`src/rtl/fas_pkg.sv`:
```
package fas_pkg;
  localparam int FAS_ARRAY_AW   = 25;
  localparam int FAS_LOAD_W     = 32;
  localparam int FAS_NARROW_W   = 24;
  localparam int FAS_WRAP_SIZES = 3;
  localparam int FAS_WRAP_MINLG = 4;

  typedef enum logic [1:0] {
    BURST_LINEAR = 2'b00,
    BURST_16     = 2'b01,
    BURST_32     = 2'b10,
    BURST_64     = 2'b11
  } burst_e;
endpackage

```
`src/rtl/fas_start_addr.sv`:
```
module fas_start_addr #(
  parameter int AW      = fas_pkg::FAS_ARRAY_AW,
  parameter int LOAD_W  = fas_pkg::FAS_LOAD_W,
  parameter int SEG_LSB = fas_pkg::FAS_NARROW_W,
  localparam int EXT_W  = AW - SEG_LSB
) (
  input  logic [LOAD_W-1:0] load_addr,
  input  logic              wide_mode,
  input  logic [EXT_W-1:0]  ext_seg,
  output logic [AW-1:0]     start_addr
);
  logic [AW-1:0] narrow_form;
  logic [AW-1:0] wide_form;

  // narrow mode: segment register supplies the bits above the 3-byte field
  assign narrow_form = {ext_seg, load_addr[SEG_LSB-1:0]};
  // wide mode: the loaded address supplies all bits the array decodes
  assign wide_form   = load_addr[AW-1:0];

  assign start_addr  = wide_mode ? wide_form : narrow_form;
endmodule

```
`src/rtl/fas_wrap_step.sv`:
```
module fas_wrap_step #(
  parameter int AW         = fas_pkg::FAS_ARRAY_AW,
  parameter int WRAP_SIZES = fas_pkg::FAS_WRAP_SIZES,
  parameter int MIN_LG     = fas_pkg::FAS_WRAP_MINLG,
  localparam int MW        = $clog2(WRAP_SIZES + 1)
) (
  input  logic [AW-1:0] cur_addr,
  input  logic [MW-1:0] burst_mode,
  output logic [AW-1:0] next_addr
);
  logic [AW-1:0] bumped;
  logic [AW-1:0] cand [WRAP_SIZES+1];

  assign bumped  = cur_addr + 1'b1;
  assign cand[0] = bumped;

  for (genvar g = 0; g < WRAP_SIZES; g++) begin : g_burst
    localparam int LG = MIN_LG + g;
    localparam logic [AW-1:0] LOW_MASK = AW'((64'd1 << LG) - 64'd1);
    // upper bits frozen, low bits count modulo the burst length
    assign cand[g+1] = (cur_addr & ~LOW_MASK) | (bumped & LOW_MASK);
  end

  always_comb begin
    next_addr = cand[0];
    for (int i = 1; i <= WRAP_SIZES; i++) begin
      if (burst_mode == MW'(i)) next_addr = cand[i];
    end
  end
endmodule

```
`src/rtl/fas_addr_reg.sv`:
```
module fas_addr_reg #(
  parameter int AW = fas_pkg::FAS_ARRAY_AW,
  parameter int MW = 2
) (
  input  logic          clk,
  input  logic          rst_n,
  input  logic          load,
  input  logic [AW-1:0] start_addr,
  input  logic [MW-1:0] burst_sel,
  input  logic          advance,
  input  logic [AW-1:0] next_addr,
  output logic [AW-1:0] cur_addr,
  output logic [MW-1:0] cur_mode
);
  always_ff @(posedge clk) begin
    if (!rst_n) begin
      cur_addr <= '0;
      cur_mode <= '0;
    end else if (load) begin
      // load outranks a coincident advance
      cur_addr <= start_addr;
      cur_mode <= burst_sel;
    end else if (advance) begin
      cur_addr <= next_addr;
    end
  end
endmodule

```
`src/rtl/fladdr_seq.sv`:
```
module fladdr_seq #(
  parameter int AW         = fas_pkg::FAS_ARRAY_AW,
  parameter int LOAD_W     = fas_pkg::FAS_LOAD_W,
  parameter int SEG_LSB    = fas_pkg::FAS_NARROW_W,
  parameter int WRAP_SIZES = fas_pkg::FAS_WRAP_SIZES,
  parameter int MIN_LG     = fas_pkg::FAS_WRAP_MINLG,
  localparam int EXT_W     = AW - SEG_LSB,
  localparam int MW        = $clog2(WRAP_SIZES + 1)
) (
  input  logic              clk,
  input  logic              rst_n,
  input  logic              load_i,
  input  logic [LOAD_W-1:0] load_addr_i,
  input  logic              wide_addr_i,
  input  logic [MW-1:0]     wrap_sel_i,
  input  logic [EXT_W-1:0]  ext_seg_i,
  input  logic              advance_i,
  output logic [AW-1:0]     addr_o
);
  logic [AW-1:0] start_addr;
  logic [AW-1:0] next_addr;
  logic [AW-1:0] cur_addr;
  logic [MW-1:0] cur_mode;

  fas_start_addr #(.AW(AW), .LOAD_W(LOAD_W), .SEG_LSB(SEG_LSB)) u_start (
    .load_addr (load_addr_i),
    .wide_mode (wide_addr_i),
    .ext_seg   (ext_seg_i),
    .start_addr(start_addr)
  );

  fas_wrap_step #(.AW(AW), .WRAP_SIZES(WRAP_SIZES), .MIN_LG(MIN_LG)) u_step (
    .cur_addr  (cur_addr),
    .burst_mode(cur_mode),
    .next_addr (next_addr)
  );

  fas_addr_reg #(.AW(AW), .MW(MW)) u_reg (
    .clk       (clk),
    .rst_n     (rst_n),
    .load      (load_i),
    .start_addr(start_addr),
    .burst_sel (wrap_sel_i),
    .advance   (advance_i),
    .next_addr (next_addr),
    .cur_addr  (cur_addr),
    .cur_mode  (cur_mode)
  );

  assign addr_o = cur_addr;
endmodule

```
`config.mk`:
```
export PLATFORM = sky130hd
export DESIGN_NAME = fladdr_seq
export DESIGN_NICKNAME = d
export VERILOG_FILES = /design/src/rtl/fas_pkg.sv /design/src/rtl/fas_start_addr.sv /design/src/rtl/fas_wrap_step.sv /design/src/rtl/fas_addr_reg.sv /design/src/rtl/fladdr_seq.sv
export SDC_FILE = /design/constraint.sdc
export NUM_CORES = 1
export LEC_CHECK = 0
export BUFFER_PORTS_ARGS = -buffer_cell sky130_fd_sc_hd__buf_2
export CAP_MARGIN = 10
export CORE_UTILIZATION = 44
export DETAILED_ROUTE_END_ITERATION = 16
export PLACE_DENSITY = 0.82
export SLEW_MARGIN = 0
export SYNTH_ARGS = -nofsm -noshare
export SYNTH_HDL_FRONTEND = slang
export SYNTH_SLANG_ARGS = --single-unit
```
`constraint.sdc`:
```
create_clock -name clk -period 2 [get_ports clk]
set_clock_uncertainty 0.05 [all_clocks]
set_input_delay 0.2 -clock clk [delete_from_list [all_inputs] [get_ports clk]]
set_output_delay 0.2 -clock clk [all_outputs]
set_load 0.02 [all_outputs]
```
== After elaboration in Yosys (flattened, before gate mapping) ==
Index checks and enable logic that the tools add are counted.

* Input bits: 40
* Flip-flop bits (word level): 27
* Output and inout port bits: 25
* Logic and storage cells: 16

* Equal/unequal tests: 3
* $add $sub $neg: 1
* Bitwise operators: 3
* Reduce and logical (&&, ||, !) cells: 1
* Multiplexer cells: 6

{| class="wikitable"
|+ Operators by type and width
! kind !! number
|-
| $mux 25 || 6
|-
| $add 25x1->25 const B || 1
|-
| $or 25x4->25 || 1
|-
| $or 25x5->25 || 1
|-
| $or 25x6->25 || 1
|-
| $eq 2x2->1 const B || 2
|-
| $eq 2x1->1 const B || 1
|-
| $reduce_bool 2->1 || 1
|}

== Logic depth before layout (Yosys ltp) ==
Gate-level depths: netlist of run 1.

* Depth in word-level cells: 7
* Depth in mapped cells: 6
* Mapped depth without buffers: 5

== Modules after synthesis ==
A second synthesis of run 1 with hierarchy kept.

* Cell total of the unflattened synthesis: 211
* Area total of the unflattened synthesis: 2178.3 um^2

{| class="wikitable"
|+ By module, submodules not included
! module !! instances !! area each (um^2) !! cells each !! seq. area each (um^2)
|-
| fas_addr_reg || 1 || 1433.9 || 117 || 540.5
|-
| fas_wrap_step || 1 || 549.3 || 69 || 0.0
|-
| fas_start_addr || 1 || 195.2 || 25 || 0.0
|}

== Worst setup path before layout of run 1 ==
OpenSTA, ideal clock, no wires.

* Path kind: register to register
* Start: register u_reg.cur_addr[3]
* End: register u_reg.cur_addr[17]
* Arrival time: 1.938 ns
* Setup slack: -0.051 ns
* Clock period less this slack: 2.051 ns
* Setup time: 0.063 ns
* Path buffers: 1
* Cell stages (with the launch flop): 6
* Data required time: 1.887 ns
* Cells stage by stage: dfxtp_1 > nand4_2 > or4b_4 > buf_2 > or4_1 > nand3_1

* Word-level cells in the longest chain between the ends: 6

{| class="wikitable"
|+ Ends and longest elaborated chain
! element !! line !! source
|-
| start, declared || fas_addr_reg.sv:12 || <nowiki>output logic [AW-1:0] cur_addr,</nowiki>
|-
| start signal, assigned || fas_addr_reg.sv:21 || <nowiki>cur_addr <= start_addr;</nowiki>
|-
| start signal, assigned || fas_addr_reg.sv:24 || <nowiki>cur_addr <= next_addr;</nowiki>
|-
| $add 25x1->25 || fas_wrap_step.sv:14 || <nowiki>assign bumped = cur_addr + 1'b1;</nowiki>
|-
| $mux 25 (3 in a row) || fas_wrap_step.sv:27 || <nowiki>if (burst_mode == MW'(i)) next_addr = cand[i];</nowiki>
|-
| $mux 25 || fas_addr_reg.sv:23 || <nowiki>end else if (advance) begin</nowiki>
|-
| $mux 25 || fas_addr_reg.sv:19 || <nowiki>end else if (load) begin</nowiki>
|}

No other way between the ends. The select of a mux whose other input is x is not followed.
A chain may end at the register's enable or synchronous reset.

== Worst setup path in the final report of run 1 ==
* Start: register u_reg.cur_addr[10]
* End: register u_reg.cur_addr[18]

The elaborated chain is that of the path after synthesis.

==> flow_metrics.env, run 1 <==
export IMPL_run_status="completed"
export IMPL_clock_latency_ns=0.28
export IMPL_ant_nets=0
export IMPL_fillers=330
export IMPL_final_layout_size_suffix_gt1_share_pct=37.3
export IMPL_path_clk_slew_ns=0.10
export IMPL_via_per_inst=5.85
export IMPL_grt_start_max_net_pins=19
export IMPL_port_buffer_count=57
export IMPL_worst_setup_path_start_kind="register"
export IMPL_firstDrtPassIters=5
export IMPL_vias=1900
export IMPL_drt_iter0_markers=184
export IMPL_period_needed_ns=1.93
export IMPL_clockRootBuffer="clkbuf_8"
export IMPL_antenna_found_initial=0
export IMPL_preCtsSetupSlack_ns=0.0305
export IMPL_die_area_sq_mm=0.00401
export IMPL_top_level_ports=65
export IMPL_area_delta_synth_final_pct=33.7
export IMPL_path_class="register to register"
export IMPL_grt_overflow=0
export IMPL_netlist_area_sq_mm=0.00165
export IMPL_cp_end_kind="register"
export IMPL_hold_path_class="input pin to register"
export IMPL_pwr_density_cell_mw_per_mm2=551
export IMPL_syn_nets=247
export IMPL_worstPathArrival_ns=2.10
export IMPL_fin_ws_ns=0.0737
export IMPL_cp_max_fo=8
export IMPL_yosysWarnings=0
export IMPL_hold_viol_final=0
export IMPL_track_usage_pct=23.3
export IMPL_placementRows=21
export IMPL_place_congestion=0.890
export IMPL_cts_buffers=3
export IMPL_cts_max_level=1
export IMPL_rsz0062_at_grt="no"
export IMPL_ys_ff_latch=27
export IMPL_synth_edf_count=0
export IMPL_synth_main_ff_cell="dfxtp_1"
export IMPL_synth_distinct_cells=41
export IMPL_fin_total_pwr_mw=1.22
export IMPL_final_core_util_pct=63.7
export IMPL_async_flop_share_pct=0
export IMPL_setup_viol_count_final=0
export IMPL_drv_slew=0
export IMPL_cts_buffer_depth=2
export IMPL_syn_instance_count=206
export IMPL_post_drt_wl_per_cell_um=14.5
export IMPL_setup_tns_ns=0
export IMPL_drv_cap=0
export IMPL_ys_seq_area_share_pct=32.7
export IMPL_power_leakage_nw=0.915
export IMPL_diodes=0
export IMPL_cts_sinks=27
export IMPL_drt_wl_total_um=4720
export IMPL_grt_pass1_wl_um=7560
export IMPL_place_hpwl_um=3430
export IMPL_final_nets=321
export IMPL_crit_required_ns=2.18
export IMPL_grt_pass1_vias=1711
export IMPL_remaining_drc_errors=0
export IMPL_tightestPinTransition_ns=0.568
export IMPL_cts_tree="done"
export IMPL_vdd_ir_drop_max_mv=0.424
export IMPL_start_util_pct=47.7
export IMPL_dieHeight_um=63.3
export IMPL_max_freq_mhz=519
export IMPL_slew_headroom_pct=61.8
export IMPL_coreArea_sq_mm=0.00347
export IMPL_finalCritPeriodShare_pct=96.3
export IMPL_avgSynthCellArea_sq_um=8.02
export IMPL_die_w_um=63.3
## logic make-up (layout without fill, tap and decap cells)
family	count (synthesis)	count (layout)	share of synthesized area, %
AOI/OAI and AO/OA	55	55	21.0
xor gates and xnor gates	8	8	4.24
adders and majority gates	1	1	0.757
buffers and inverters	15	88	3.56
DFF	27	27	32.7
muxes	5	5	3.03
and+or+nand+nor	95	95	34.7
## layout make-up
type	instances	area, sq um	area share (%)
Clock buffer	4	45.0	2.04
Inverter	5	18.8	0.849
Multi-Input combinational cell	164	1080	49.0
Sequential cell	27	556	25.1
Tap cell	46	57.6	2.60
Timing Repair Buffer	79	450	20.4
## cell usage after synthesis (4+ instances only)
library cell	number	area share, %
nand4_1	7	2.6
a21oi_1	9	2.7
a211oi_1	4	1.8
o31ai_1	4	1.8
nand3_1	18	5.5
a31oi_1	7	2.6
o21ai_0	19	5.8
nor2_1	11	2.5
inv_1	5	1.1
or3_1	6	2.3
nand2_1	14	3.2
and4_1	5	2.6
mux2i_1	5	3.0
xor2_1	5	2.6
dfxtp_1	27	33
nor4_1	5	1.9
or4_1	7	3.2
clkbuf_1	7	1.6
and2_1	4	1.5
## power breakdown
part / switching, mW / total, mW / leakage (nW) / internal, mW
sequential: 0.0384 / 0.614 / 0.227 / 0.576
clock: 0.174 / 0.317 / 0.0228 / 0.143
combinational: 0.163 / 0.287 / 0.666 / 0.124
total: 0.376 / 1.22 / 0.915 / 0.843
## layer usage
layer,track usage [%],wire [um],up-vias
met2,37.6,2200,81
met4,8.24,77,0
met5,0,0,-
met3,4.71,337,10
li1,-,-,950
met1,30.5,2100,859
## registers in the layout, summed over array words and instances, names as in the netlist
signal	flops
u_reg.cur_addr	25
u_reg.cur_mode	2
## per-stage QoR
| step | hold WS [ns] | cell area (sq um) | std cells |
|---|---|---|---|
| 6_report | 0.101 | 2210 | 325 |
| 3_5_place_dp | 0.394 | 2120 | 320 |
| 4_1_cts | 0.105 | 2170 | 324 |
| 2_1_floorplan | 0.287 | 1660 | 206 |
| 5_1_grt | 0.107 | 2210 | 325 |
| 3_3_place_gp | 0.382 | 2120 | 320 |
## cells in the final DEF, fill, tap and decap left out, types with 5 or more instances in the layout
master	netlist	layout
o21ai_0	19	19
nand4_1	7	7
buf_4	0	22
nand2_1	14	14
nor2_1	11	11
a21oi_1	9	9
dfxtp_2	0	9
inv_1	5	5
or3_1	6	6
or4_1	7	6
dfxtp_1	27	17
buf_2	2	57
nand3_1	18	18
and4_1	5	5
a31oi_1	7	7
xor2_1	5	5
mux2i_1	5	5
## what timing repair did
action / 4_1_cts / 5_1_grt
gates resized for setup: 0 / 7
buffers inserted: 0 / 1
hold endpoints to repair: 0 / 0
hold buffers: 0 / 0
setup endpoints to repair: 0 / 6
## worst max-delay path, stage by stage (launching register included)
cell and delay, ns:
dfxtp_4 0.38, nand4_2 0.15, or4b_4 0.57, buf_4 0.18, or4_1 0.45, nand3_1 0.10
## path summary, 6_finish.rpt
kind / start / slack, ns / endpoint / cells past startpoint
setup / recovery: u_reg.cur_addr[10] / 0.07 / u_reg.cur_addr[18] / 5
hold / removal: load_addr_i[22] / 0.10 / u_reg.cur_addr[22] / 3
setup reg to reg: u_reg.cur_addr[10] / 0.07 / u_reg.cur_addr[18] / 5
hold reg to reg: u_reg.cur_addr[15] / 0.48 / u_reg.cur_addr[15] / 2
(Power assumes the default switching activity.)
==> run 2, diff against run 1 <==
CORE_UTILIZATION = 52   (was 44)
PLACE_DENSITY = 0.91   (was 0.82)
clock period = 2.35 ns   (was 2 ns; I/O delays follow)
==> flow_metrics.env, run 2 (synthesis results as in run 1) <==
export IMPL_top_level_ports=65
export IMPL_final_layout_size_suffix_gt1_share_pct=28.4
export IMPL_path_class="register to register"
export IMPL_path_clk_slew_ns=0.15
export IMPL_drt_wl_total_um=4340
export IMPL_layout_commonest_cell="buf_2"
export IMPL_die_w_um=58.4
export IMPL_period_needed_ns=2.12
export IMPL_pwr_density_cell_mw_per_mm2=469
export IMPL_final_nets=306
export IMPL_hold_buffers=0
export IMPL_port_buffer_count=57
export IMPL_grt_pass1_vias=1690
export IMPL_tightestPinTransition_ns=0.527
export IMPL_worst_setup_path_start_kind="register"
export IMPL_via_per_inst=5.98
export IMPL_setup_viol_count_final=0
export IMPL_slew_headroom_pct=64.5
export IMPL_largest_register_ffs=25
export IMPL_finalCritPeriodShare_pct=90.0
export IMPL_grt_start_max_net_pins=22
export IMPL_vdd_ir_drop_max_mv=0.284
export IMPL_vias=1842
export IMPL_final_cell_mix="buf_2, dfxtp_1, o21ai_0"
export IMPL_die_area_sq_mm=0.00341
export IMPL_coreArea_sq_mm=0.00303
export IMPL_cp_end_kind="register"
export IMPL_top_register="u_reg.cur_addr"
export IMPL_remaining_drc_errors=0
export IMPL_crit_required_ns=2.57
export IMPL_ctsResizeCount=0
export IMPL_cts_buffer_depth=2
export IMPL_diodes=0
export IMPL_power_leakage_nw=0.820
export IMPL_run_status="completed"
export IMPL_reg_largest_list="u_reg.cur_addr: 25 flops, u_reg.cur_mode: 2 flops"
export IMPL_ant_nets=0
export IMPL_post_cts_setup_buffers=0
export IMPL_track_usage_pct=27.2
export IMPL_drt_iter0_markers=82
export IMPL_cts_buffers=3
export IMPL_dieHeight_um=58.4
export IMPL_rsz0062_at_grt="no"
export IMPL_grt_overflow=0
export IMPL_clock_latency_ns=0.34
export IMPL_stdcell_area_sq_mm=0.00203
export IMPL_place_hpwl_um=3220
export IMPL_area_delta_synth_final_pct=22.9
export IMPL_grt_pass1_wl_um=7270
export IMPL_cp_max_fo=13
export IMPL_whs_ns=0.0608
export IMPL_cts_max_level=1
export IMPL_place_congestion=0.851
export IMPL_post_drt_wl_per_cell_um=14.1
export IMPL_cts_tree="done"
export IMPL_antenna_found_initial=0
export IMPL_hold_path_class="input pin to register"
export IMPL_worstPathArrival_ns=2.33
export IMPL_max_freq_mhz=473
export IMPL_placed_area_sq_mm=0.00201
export IMPL_r2r_setup_slack_ns=0.23
export IMPL_clockRootBuffer="clkbuf_4"
export IMPL_drv_slew=0
export IMPL_placementRows=20
export IMPL_setup_tns_ns=0
export IMPL_cts_sinks=27
export IMPL_firstDrtPassIters=4
export IMPL_drv_cap=0
export IMPL_hold_viol_final=0
export IMPL_start_util_pct=54.6
[run 2: power by group]
group	internal, mW	total, mW	switching (mW)
Sequential	0.489	0.531	0.0424
Clock	0.0668	0.212	0.145
Combinational	0.0884	0.211	0.122
[run 2: layer usage]
metal,up-vias,share of wire [%],GRT usage (%)
met5,-,0,0
met4,0,1.3,10.5
met1,826,44,34.3
li1,921,-,-
met3,6,7.2,3.96
met2,89,48,47.0
[run 2: layout make-up]
cell class	count	area, sq um
inverters	5	18.8
well taps	44	55.1
flip-flops and latches	27	541
fillers	298	996
multi-input cells	164	1050
repair buffers	64	338
clock buffers	4	26.3
[run 2: critical path: stages, from the launching register on]
cell      delay (ns)
dfxtp_1         0.48
and3_1          0.24
or4b_4          0.56
or4_1           0.48
a211oi_1        0.23
[run 2: worst paths after layout]
path / start / to / depth (start not counted)
setup / recovery: u_reg.cur_addr[13] / u_reg.cur_addr[20] / 4
hold / removal: load_addr_i[22] / u_reg.cur_addr[22] / 3
setup reg to reg: u_reg.cur_addr[13] / u_reg.cur_addr[20] / 4
hold reg to reg: u_reg.cur_addr[15] / u_reg.cur_addr[15] / 2
[run 2: stage by stage]
step	instances	utilization, %	setup WS, ns	power, mW
after floorplan	206	-	0.299	0.661
after global placement	304	66.2	0.321	0.744
after detailed placement	304	66.2	0.278	0.750
after CTS	308	67.1	0.244	0.952
after global routing	308	67.1	0.164	1.01
final	308	67.1	0.235	0.954
